### src/rtl/prot_pkg.sv
package prot_pkg;
    typedef enum logic [1:0] {
        DRV_RUN   = 2'd0,
        DRV_OFF   = 2'd1,
        DRV_CLAMP = 2'd2
    } drv_cmd_e;

    typedef enum logic [2:0] {
        FLT_NONE   = 3'd0,
        FLT_OV_ABS = 3'd1,
        FLT_OV_WIN = 3'd2,
        FLT_THERM  = 3'd3,
        FLT_ILIM   = 3'd4
    } flt_code_e;
endpackage

### src/rtl/prot_ilim_count.sv
module prot_ilim_count #(
    parameter int LIMIT = 32
) (
    input  logic clk,
    input  logic rst_n,
    input  logic clr_i,
    input  logic pulse_i,
    input  logic tick_i,
    output logic trip_o
);
    localparam int CW = $clog2(LIMIT + 1);

    typedef struct packed {
        logic [CW-1:0] cnt;
        logic          seen;
    } cnt_state_t;

    cnt_state_t st_d, st_q;

    always_comb begin
        st_d = st_q;
        if (clr_i) begin
            st_d.cnt  = '0;
            st_d.seen = 1'b0;
        end else if (tick_i) begin
            if ((st_q.seen || pulse_i) && (st_q.cnt != CW'(LIMIT)))
                st_d.cnt = st_q.cnt + 1'b1;
            st_d.seen = 1'b0;
        end else if (pulse_i) begin
            st_d.seen = 1'b1;
        end
    end

    always_ff @(posedge clk or negedge rst_n) begin
        if (!rst_n) st_q <= '0;
        else        st_q <= st_d;
    end

    assign trip_o = (st_q.cnt == CW'(LIMIT));

    // the count moves up by exactly one step
    a_r7_step_one: assert property (@(posedge clk) disable iff (!rst_n)
        (st_q.cnt != $past(st_q.cnt) && st_q.cnt != '0) |-> (st_q.cnt == $past(st_q.cnt) + 1'b1));
    // a trip only follows a switching-cycle tick
    a_r7_trip_on_tick: assert property (@(posedge clk) disable iff (!rst_n)
        $rose(trip_o) |-> $past(tick_i));
    // clearing empties the counter
    a_r8_clear: assert property (@(posedge clk) disable iff (!rst_n)
        clr_i |=> !trip_o);
endmodule

### src/rtl/prot_fault_latch.sv
module prot_fault_latch
    import prot_pkg::*;
(
    input  logic      clk,
    input  logic      rst_n,
    input  logic      arm_i,
    input  logic      win_ok_i,
    input  logic      ov_abs_i,
    input  logic      ov_win_i,
    input  logic      ot_i,
    input  logic      trip_i,
    output flt_code_e code_o
);
    typedef struct packed {
        flt_code_e code;
    } lat_state_t;

    lat_state_t st_d, st_q;

    always_comb begin
        st_d = st_q;
        if (!arm_i)
            st_d.code = FLT_NONE;
        else if (st_q.code == FLT_NONE) begin
            if (ov_abs_i)                  st_d.code = FLT_OV_ABS;
            else if (ov_win_i && win_ok_i) st_d.code = FLT_OV_WIN;
            else if (ot_i)                 st_d.code = FLT_THERM;
            else if (trip_i)               st_d.code = FLT_ILIM;
        end
    end

    always_ff @(posedge clk or negedge rst_n) begin
        if (!rst_n) st_q <= '{code: FLT_NONE};
        else        st_q <= st_d;
    end

    assign code_o = st_q.code;

    // a latched code holds while armed
    a_r9_hold: assert property (@(posedge clk) disable iff (!rst_n)
        (st_q.code != FLT_NONE && arm_i) |=> (st_q.code == $past(st_q.code)));
    // masked window fault alone does not latch
    a_r5_mask: assert property (@(posedge clk) disable iff (!rst_n)
        (st_q.code == FLT_NONE && arm_i && !win_ok_i && !ov_abs_i && !ot_i && !trip_i)
        |=> (st_q.code == FLT_NONE));
    // absolute over-voltage wins over everything
    a_r10_abs_first: assert property (@(posedge clk) disable iff (!rst_n)
        (st_q.code == FLT_NONE && arm_i && ov_abs_i) |=> (st_q.code == FLT_OV_ABS));
endmodule

### src/rtl/prot_latch_ctrl.sv
module prot_latch_ctrl
    import prot_pkg::*;
#(
    parameter int ILIM_LIMIT = 32
) (
    input  logic       clk,
    input  logic       rst_n,
    input  logic       en_i,
    input  logic       uvlo_i,
    input  logic       ss_done_i,
    input  logic       trans_i,
    input  logic       ov_win_i,
    input  logic       ov_abs_i,
    input  logic       uv_win_i,
    input  logic       ot_i,
    input  logic       ilim_pulse_i,
    input  logic       cyc_tick_i,
    output logic [1:0] drv_o,
    output logic       ss_dis_o,
    output logic [2:0] fault_o
);
    typedef struct packed {
        logic active;
    } top_state_t;

    top_state_t st_d, st_q;
    logic       arm;
    logic       cnt_clr;
    logic       trip;
    flt_code_e  code;
    drv_cmd_e   drv;

    assign arm     = en_i && !uvlo_i;
    assign cnt_clr = !arm || !uv_win_i || !ss_done_i;

    prot_ilim_count #(.LIMIT(ILIM_LIMIT)) u_cnt (
        .clk     (clk),
        .rst_n   (rst_n),
        .clr_i   (cnt_clr),
        .pulse_i (ilim_pulse_i),
        .tick_i  (cyc_tick_i),
        .trip_o  (trip)
    );

    prot_fault_latch u_lat (
        .clk      (clk),
        .rst_n    (rst_n),
        .arm_i    (arm),
        .win_ok_i (ss_done_i && !trans_i),
        .ov_abs_i (ov_abs_i),
        .ov_win_i (ov_win_i),
        .ot_i     (ot_i),
        .trip_i   (trip),
        .code_o   (code)
    );

    always_comb begin
        st_d = st_q;
        st_d.active = arm;
    end

    always_ff @(posedge clk or negedge rst_n) begin
        if (!rst_n) st_q <= '0;
        else        st_q <= st_d;
    end

    always_comb begin
        if (!st_q.active) drv = DRV_OFF;
        else begin
            unique case (code)
                FLT_OV_ABS, FLT_OV_WIN: drv = DRV_CLAMP;
                FLT_THERM, FLT_ILIM:    drv = DRV_OFF;
                default:                drv = DRV_RUN;
            endcase
        end
    end

    assign drv_o    = drv;
    assign ss_dis_o = !st_q.active;
    assign fault_o  = code;

    // disable or lockout turns both switches off and discharges soft-start
    a_r2_off: assert property (@(posedge clk) disable iff (!rst_n)
        (uvlo_i || !en_i) |=> (drv_o == 2'd1 && ss_dis_o));
    // no discharge while enabled
    a_r3_ss_quiet: assert property (@(posedge clk) disable iff (!rst_n)
        (en_i && !uvlo_i) |=> !ss_dis_o);
    // absolute over-voltage clamps the low side
    a_r4_abs_clamp: assert property (@(posedge clk) disable iff (!rst_n)
        (ov_abs_i && en_i && !uvlo_i && fault_o == 3'd0) |=> (drv_o == 2'd2));
    // over-temperature turns both off
    a_r6_therm_off: assert property (@(posedge clk) disable iff (!rst_n)
        (ot_i && !ov_abs_i && !ov_win_i && en_i && !uvlo_i && fault_o == 3'd0) |=> (drv_o == 2'd1));
endmodule

### config.mk
export PLATFORM = sky130hd
export DESIGN_NAME = prot_latch_ctrl
export DESIGN_NICKNAME = d
export VERILOG_FILES = /design/src/rtl/prot_pkg.sv /design/src/rtl/prot_ilim_count.sv /design/src/rtl/prot_fault_latch.sv /design/src/rtl/prot_latch_ctrl.sv
export SDC_FILE = /design/constraint.sdc
export NUM_CORES = 1
export LEC_CHECK = 0
export ABC_CLOCK_PERIOD_IN_PS = 1600
export BUFFER_PORTS_ARGS = -buffer_cell sky130_fd_sc_hd__buf_4
export CORE_UTILIZATION = 40
export CTS_CLUSTER_DIAMETER = 100
export DETAILED_ROUTE_END_ITERATION = 10
export PLACE_DENSITY = 0.74
export SYNTH_ARGS = -nofsm -noshare
export SYNTH_HDL_FRONTEND = slang
export SYNTH_SLANG_ARGS = --single-unit
### constraint.sdc
create_clock -name clk -period 1.6 [get_ports clk]
set_input_delay 0 -clock clk [delete_from_list [all_inputs] [get_ports clk]]
set_output_delay 0 -clock clk [all_outputs]
set_load 0.03 [all_outputs]
Yosys cells after proc, flatten, opt, wreduce, memory -nomap -nowiden --
Index checks and enable logic that the tools add are counted.
Operators by class: reduce and logical (&&, ||, !) cells 21, muxes and demuxes 13, eq/ne operators 8, add/sub/neg operators 1
Operator list (number):
- $mux 3 | 6
- $mux 6 | 2
- $mux 7 | 1
- $add 6x1->6 const B | 1
- $eq 3x2->1 const B | 2
- $eq 6x6->1 const B | 1
- $logic_not 1->1 | 6
- $ne 6x6->1 const B | 1
- $ne 5x3->1 const B | 1
- $logic_and 1x1->1 | 4
- $pmux 2 s2 | 1
- $reduce_and 2->1 | 2
- $reduce_bool 2->1 | 2
- $reduce_or 2->1 | 2
- $eq 3x1->1 const B | 1
- $eq 3x3->1 const B | 1
- $logic_not 3->1 | 1
- $logic_or 1x1->1 | 3
- $reduce_bool 3->1 | 1
- $mux 1 | 2
- $mux 2 | 1
- $ne 2x1->1 const B | 1
Word-level totals: bits in registers 11, output and inout bits 6, bits of input ports 12

Logic depth before layout (Yosys ltp) --
Gate-level depths: netlist of the first run.
depth in word-level cells 7, gate-level depth with buffers 5, depth with buffers taken out 5

By module --
From an unflattened synthesis of the first run, not the netlist that was laid out.
Second synthesis, totals: cell total of the unflattened synthesis 62, area, all modules 618.1 sq um
By module, submodules not included:
- prot_ilim_count | cells each 40, instances 1, area each 386.6 sq um
- prot_fault_latch | cells each 12, instances 1, area each 147.6 sq um
- prot_latch_ctrl | cells each 10, instances 1, area each 83.8 sq um

Worst setup path after synthesis of the first run --
OpenSTA, ideal clock, no wires.
path type register to output, start point register u_lat.st_q (netlist bit u_lat.code_o[1]), end point output port drv_o[1], path slack 220 ps, required time 1600 ps, cell stages (with the launch flop) 3, buffers on the path 0, arrival time 1380 ps, path through dfrtp_1 xnor2_1 nor3_1
Between the ends: longest elaborated chain between the ends 4, elaborated cells on any way between the ends 8, classes of those cells eq/ne (4); mux (2); reduce/logical (2)
Ends and longest elaborated chain:
- from (decl) | line prot_fault_latch.sv:18 | lat_state_t st_d, st_q;
- from (signal assigned) | line prot_fault_latch.sv:33 | if (!rst_n) st_q <= '{code: FLT_NONE};
- from (signal assigned) | line prot_fault_latch.sv:34 | else st_q <= st_d;
- $eq 3x2->1, or another cell as far along | line prot_latch_ctrl.sv:70 | unique case (code)
- $reduce_or 2->1 | line prot_latch_ctrl.sv:70
- $pmux 2 s2 * | line prot_latch_ctrl.sv:70
- $mux 2 * | line prot_latch_ctrl.sv:68 | if (!st_q.active) drv = DRV_OFF;
- to (decl) | line prot_latch_ctrl.sv:18 | output logic [1:0] drv_o,
Mark *: on every way between the ends. The rest lies on a longest branch, timed or not.

Final worst setup path of the first run --
start point register u_lat.st_q (netlist bit u_lat.code_o[1]), end point output port drv_o[0]
The elaborated chain is that of the path after synthesis.

==> impl_metrics.csv, run 1 <==
group,metric,value,unit
grt,grt_pass1_vias,466,
synthesis,synth_ff_type,"dfrtp_1",
routing,ant_nets,0,
synthesis,synth_nets,80,
grt,grt-ovfl-total,0,
run_status,status,"finished, final reports clean",
floorplanning,core_area,1370,sq um
sta,hold_violations,0,
power_and_ir_drop,vdd_drop_max,0.432,mV
routing,routed_via_density,5.49,
sta,slew_headroom,0.754,
worst_setup_path,critPathMaxFanout,8,
power_and_ir_drop,p_leak,0.000374,uW
grt,grt_pass1_wl,1.97,mm
sta,fmax,675,MHz
worst_setup_path,cp-start-kind,"flop",
synthesis,ys_async_sr_fraction,1.00,
finish,area.sequential,275,sq um
placed_design,io_buffers,17,
sta,fin_crit,1480,ps
finish,n_fill_cell,133,
worst_setup_path,path_class,"reg -> out",
routing,drtIter0Drc,23,
sta,tns,0,ps
grt,grt.met1_usage,0.238,
worst_setup_path,reg2reg_slack,150,ps
synthesis,synthTopCellsByCount,"dfrtp_1, nand2_1, a21oi_1",
synthesis,synth_cell_types,26,
worst_setup_path,worstPathCellList,"or3b_2 > nand3_1 > buf_4",
clock_network,tritoncts,"yes",
worst_setup_path,cpPeakStageDelay,490,ps
clock_network,cts-root-buf,"clkbuf_4",
floorplanning,fp-row-count,13,
worst_setup_path,worst_path_max_delay_cell,"or3b_2",
finish,multiInputGateArea,323,sq um
synthesis,synth_seq_cells,11,
placed_design,hpwl,1.01,mm
floorplanning,die-area,1700,sq um
finish,utilization,0.608,
sta,finClkSkew,0.720,ps
min_path,hold_class,"in -> reg",
clock_network,clkTransAtPathRegs,70,ps
finish,drive_above_1_share,0.264,
synthesis,synth_top_area_frac,0.446,
routing,drc,0,
synthesis,syn_area_per_cell,9.35,sq um
floorplanning,pin_count,18,
grt,grtUsageMet2,0.281,
grt,global_route.usage.met3,0.0489,
grt,busiest_layer,"met2",
clock_network,numCtsBuffers,3,
grt,antenna_found_initial,0,
worst_setup_path,worstPathArrival,1480,ps
synthesis,syn_inst,66,
clock_network,clockBufferDepth,2,
routing,drt_wl_total,1.35,mm
synthesis,synth_top_cells_by_area,"dfrtp_1, a21oi_1, nand2_1",
routing,dr.pass1.iters,4,
synthesis,synth_top_area_cell,"dfrtp_1",
power_and_ir_drop,power.density,686,nW/um^2
worst_setup_path,path_buf_inv,1,
worst_setup_path,setup.worst_path.end_class,"output port",
grt,grt_usage,0.185,
worst_setup_path,worstPathRequired,1600,ps
synthesis,seq_area_frac_synth,0.446,
routing,via_count,582,
floorplanning,die-width,41.3,um
synthesis,synth_area,617,sq um
routing,wl_per_cell,12.8,um
synthesis,synth_edf_count,0,
synthesis,synth.most_common_cell,"dfrtp_1",
synthesis,ys_warn_count,0,
sta,slew_viol_final,0,
placed_design,gp_congestion,0.906,
finish,layout.nets,106,
job,cap_violations,0,
finish,syn2layout_area_growth,34.7,%
clock_network,clock-sinks,11,
grt,grt_max_degree,12,
clock_network,clock_latency,270,ps
sta,tightest_slew,368,ps
clock_network,ctsHtreeMaxLevel,1,
sta,grt_setup_unrepaired,"false",
finish,antenna_cells,0,
sta,period_share,0.926,
sta,setup_viol,0,
worst_setup_path,crit_family,"simple AND/OR/NAND/NOR gates",
floorplanning,initial_core_util,0.451,
floorplanning,fp.dieH,41.3,um
## per-stage QoR
stage          cells  area [sq um]  worst slack, ps  total power [uW]  hold slack, ps
2_1_floorplan     66           617              220               328            -296
3_3_place_gp      98           763              224               371            -157
3_5_place_dp      98           763              162               373            -157
4_1_cts          106           831              110               575            2.26
5_1_grt          106           831             43.9               598            51.7
6_report         106           831              118               570            5.52
## sequential cells by signal, summed over array words and instances, names as in the netlist
name and cells:
u_cnt.st_q 7, st_q 1, u_lat.code_o 3
## final timing paths
| path | startpoint | depth (start not counted) | end |
|---|---|---|---|
| hold / removal | ov_abs_i | 4 | u_lat.code_o[2] |
| min in group asynchronous | rst_n | 2 | u_cnt.st_q[5] |
| setup / recovery | u_lat.code_o[1] | 3 | drv_o[0] |
| hold reg to reg | u_cnt.st_q[0] | 2 | u_cnt.st_q[0] |
| max in group asynchronous | rst_n | 2 | u_lat.code_o[0] |
| setup reg to reg | u_cnt.st_q[1] | 5 | u_cnt.st_q[3] |
## kinds of logic after synthesis
logic type,Yosys count,share of synthesized area
AND/OR/NAND/NOR,28,0.266
AO/OA/AOI/OAI,17,0.170
multiplexers,2,0.0325
adder cells (fa/ha/maj),2,0.0406
buffers and inverters,5,0.0304
flip-flops,11,0.446
XOR/XNOR,1,0.0142
## timing repair
| action | in CTS | in global routing |
|---|---|---|
| endpoints found under the setup margin | 0 | 0 |
| buffers inserted | 0 | 0 |
| hold endpoints to repair | 14 | 0 |
| resized for setup | 0 | 0 |
| hold buffers | 4 | 0 |
## report_power, final
part	leakage [uW]	switching [uW]	total, uW	internal (uW)
sequential	0.000151	6.14	288	282
clock	0.0000177	103	196	92.7
combinational	0.000205	42.8	86.5	43.7
total	0.000374	152	570	418
## per-layer routing
layer / wire (um) / part of all wire
met3: 56 / 0.041
met1: 651 / 0.48
met4: 11 / 0.0081
met2: 634 / 0.47
met5: 0 / 0
## worst min-delay path, delay by kind of cell
kind,cells,cell delay (ps)
AOI/OAI and AO/OA,1,60
buffers and inverters,1,90
and+or+nand+nor,2,90
## layout by cell type, fill, tap and decap left out, types with 2 or more instances in the layout
| cell | instances |
|---|---|
| a21oi_1 | 6 |
| buf_4 | 17 |
| clkbuf_4 | 3 |
| dfrtp_1 | 11 |
| dlygate4sd3_1 | 4 |
| ha_1 | 2 |
| inv_1 | 5 |
| mux2i_1 | 2 |
| nand2_1 | 7 |
| nand3_1 | 3 |
| nand3b_1 | 2 |
| nor2_1 | 3 |
| nor3_1 | 3 |
| o21ai_0 | 5 |
| or3_1 | 3 |
## cell type report
class,count,share of cell area
multi-input combinational,50,0.389
sequential,11,0.331
timing repair buffer,21,0.202
clock buffer,3,0.0271
inverter,5,0.0226
tap,15,0.0226
clock inverter,1,0.00602
(Power assumes the default switching activity.)
==> run 2, diff against run 1 <==
--- a/config.mk
+++ b/config.mk
@@ -10,7 +10,6 @@
 export CORE_UTILIZATION = 40
 export CTS_CLUSTER_DIAMETER = 100
 export DETAILED_ROUTE_END_ITERATION = 10
-export PLACE_DENSITY = 0.74
 export SYNTH_ARGS = -nofsm -noshare
 export SYNTH_HDL_FRONTEND = slang
 export SYNTH_SLANG_ARGS = --single-unit
==> run 2 against run 1 <==
- critical path type unchanged
- power is 1.4% higher
- first-iteration DRC count is 4.3% lower
- global-route usage shrank 0.65 points
==> impl_metrics.csv, run 2 (synthesis gave the netlist of run 1 again) <==
group,metric,value,unit
run_status,status,"finished, final reports clean",
grt,grt_max_degree,12,
routing,drc,0,
worst_setup_path,path_buf_inv,1,
routing,dr.pass1.iters,4,
sta,hold_violations,0,
job,cap_violations,0,
finish,drive_above_1_share,0.267,
clock_network,cts-root-buf,"clkbuf_4",
routing,drt_wl_total,1.38,mm
power_and_ir_drop,switching_power,161,uW
sta,fin_crit,1490,ps
finish,syn2layout_area_growth,33.1,%
finish,antenna_cells,0,
floorplanning,fp-row-count,13,
worst_setup_path,regToRegStartpoint,"u_cnt.st_q[1]",
min_path,hold_class,"in -> reg",
min_path,worstHoldStart,"ot_i",
clock_network,cts_resized,0,
worst_setup_path,ff2ff_path_depth,5,
grt,grt_pass1_vias,465,
placed_design,hpwl,996,um
power_and_ir_drop,clkPwrFrac,0.352,
placed_design,gp_congestion,0.758,
sta,slew_viol_final,0,
routing,drtIter0Drc,22,
clock_network,clock-sinks,11,
clock_network,numCtsBuffers,3,
power_and_ir_drop,combPwrFrac,0.148,
worst_setup_path,worstPathRequired,1600,ps
sta,tightest_slew,327,ps
placed_design,pre_cts_ws,163,ps
routing,ant_nets,0,
power_and_ir_drop,power,578,uW
routing,routed_via_density,5.51,
power_and_ir_drop,p_leak,0.000370,uW
power_and_ir_drop,swShare,0.279,
grt,grt_usage,0.179,
sta,finClkSkew,7.14,ps
finish,fin_cells,105,
sta,period_share,0.932,
clock_network,clockBufferDepth,2,
sta,fin_ws,110,ps
clock_network,tritoncts,"yes",
worst_setup_path,critPathLaunch,"u_lat.code_o[1]",
worst_setup_path,path_class,"reg -> out",
grt,antenna_found_initial,0,
routing,wl_per_cell,13.2,um
finish,layout.nets,105,
worst_setup_path,crit_family,"simple AND/OR/NAND/NOR gates",
finish,layout_commonest_cell,"buf_4",
floorplanning,pin_count,18,
worst_setup_path,timing.rr.end,"u_cnt.st_q[1]",
routing,via_count,579,
floorplanning,core_area,1370,sq um
floorplanning,fp.dieH,41.3,um
worst_setup_path,cp-start-kind,"flop",
placed_design,dp.cells,98,
finish,n_fill_cell,111,
sta,setup_viol,0,
worst_setup_path,worstPathCellList,"or3b_2 > nand3_1 > buf_4",
floorplanning,initial_core_util,0.451,
clock_network,clock_latency,280,ps
worst_setup_path,critPathMaxFanout,8,
grt,grt_pass1_wl,1.90,mm
placed_design,io_buffers,17,
sta,grt_setup_unrepaired,"false",
worst_setup_path,worst_path_max_delay_cell,"or3b_2",
sta,fmax,671,MHz
worst_setup_path,worstPathArrival,1490,ps
sta,slew_headroom,0.780,
worst_setup_path,worstSetupEndpoint,"drv_o[0]",
power_and_ir_drop,p_int,417,uW
power_and_ir_drop,vdd_drop_max,0.503,mV
sta,tns,0,ps
floorplanning,die-area,1700,sq um
worst_setup_path,setup.worst_path.end_class,"output port",
power_and_ir_drop,power.density,704,nW/um^2
floorplanning,die-width,41.3,um
worst_setup_path,cpPeakStageDelay,490,ps
finish,final_cell_mix,"buf_4, dfrtp_1, nand2_1",
clock_network,clkTransAtPathRegs,70,ps
finish,top_register,"u_cnt.st_q",
power_and_ir_drop,pwr-share-seq,0.500,
worst_setup_path,reg2reg_slack,140,ps
finish,largest_register_ffs,7,
clock_network,ctsHtreeMaxLevel,1,
worst_setup_path,crit_cells,3,
finish,utilization,0.601,
grt,grt-ovfl-total,0,
-- run 2: cell types whose count changed in the layout (fill, tap and decap cells not counted), sizes merged --
cell,change
dlygate4sd3,-1
-- run 2: worst register-to-register path: cells and delay by family, from the launching register on --
| kind | cells | cell delay, ps |
|---|---|---|
| AO/OA/AOI/OAI | 1 | 310 |
| flip-flops | 1 | 410 |
| multiplexers | 1 | 230 |
| buffers and inverters | 1 | 80 |
| adder cells (fa/ha/maj) | 1 | 200 |
| AND/OR/NAND/NOR | 1 | 160 |
-- run 2: area by class of cell --
cell class	instances	area, sq um	share of cell area
multi-input combinational	50	323	0.393
sequential	11	275	0.335
timing repair buffer	20	158	0.192
clock buffer	3	22.5	0.0274
inverter	5	18.8	0.0229
tap	15	18.8	0.0229
clock inverter	1	5.00	0.00610
-- run 2: routing by layer --
| metal | vias to the layer above | global-route usage | wire length, um |
|---|---|---|---|
| li1 | 290 | - | - |
| met1 | 271 | 0.247 | 708 |
| met2 | 14 | 0.250 | 604 |
| met3 | 4 | 0.0326 | 46 |
| met4 | 0 | 0.121 | 24 |
| met5 | - | 0 | 0 |
-- run 2: stage by stage --
step	hold slack, ps	cell area (sq um)
6_report	17.3	821
3_5_place_dp	-158	763
4_1_cts	15.1	821
5_1_grt	35.1	821
3_3_place_gp	-156	763
2_1_floorplan	-296	617
-- run 2: worst min path at each step --
stage | end | slack [ps] | cells past startpoint
2_1_floorplan | st_q | -300 | 0
3_3_place_gp | u_cnt.st_q[0] | -160 | 1
3_5_place_dp | u_cnt.st_q[0] | -160 | 1
4_1_cts | u_lat.code_o[2] | 20 | 4
5_1_grt | u_lat.code_o[2] | 40 | 4
6_report | u_lat.code_o[0] | 20 | 3
-- run 2: power groups by stage --
stage	clock network [uW]	registers, uW	logic (uW)
detailed placement	0	294	79.7
floorplan	0	297	30.9
global route	212	289	93.6
CTS	204	288	85.9
global placement	0	293	78.9
finish	204	289	85.6
-- run 2: timing repair --
action | in CTS | in global routing
buffers inserted | 0 | 0
hold endpoints to repair | 13 | 0
hold buffers | 3 | 0
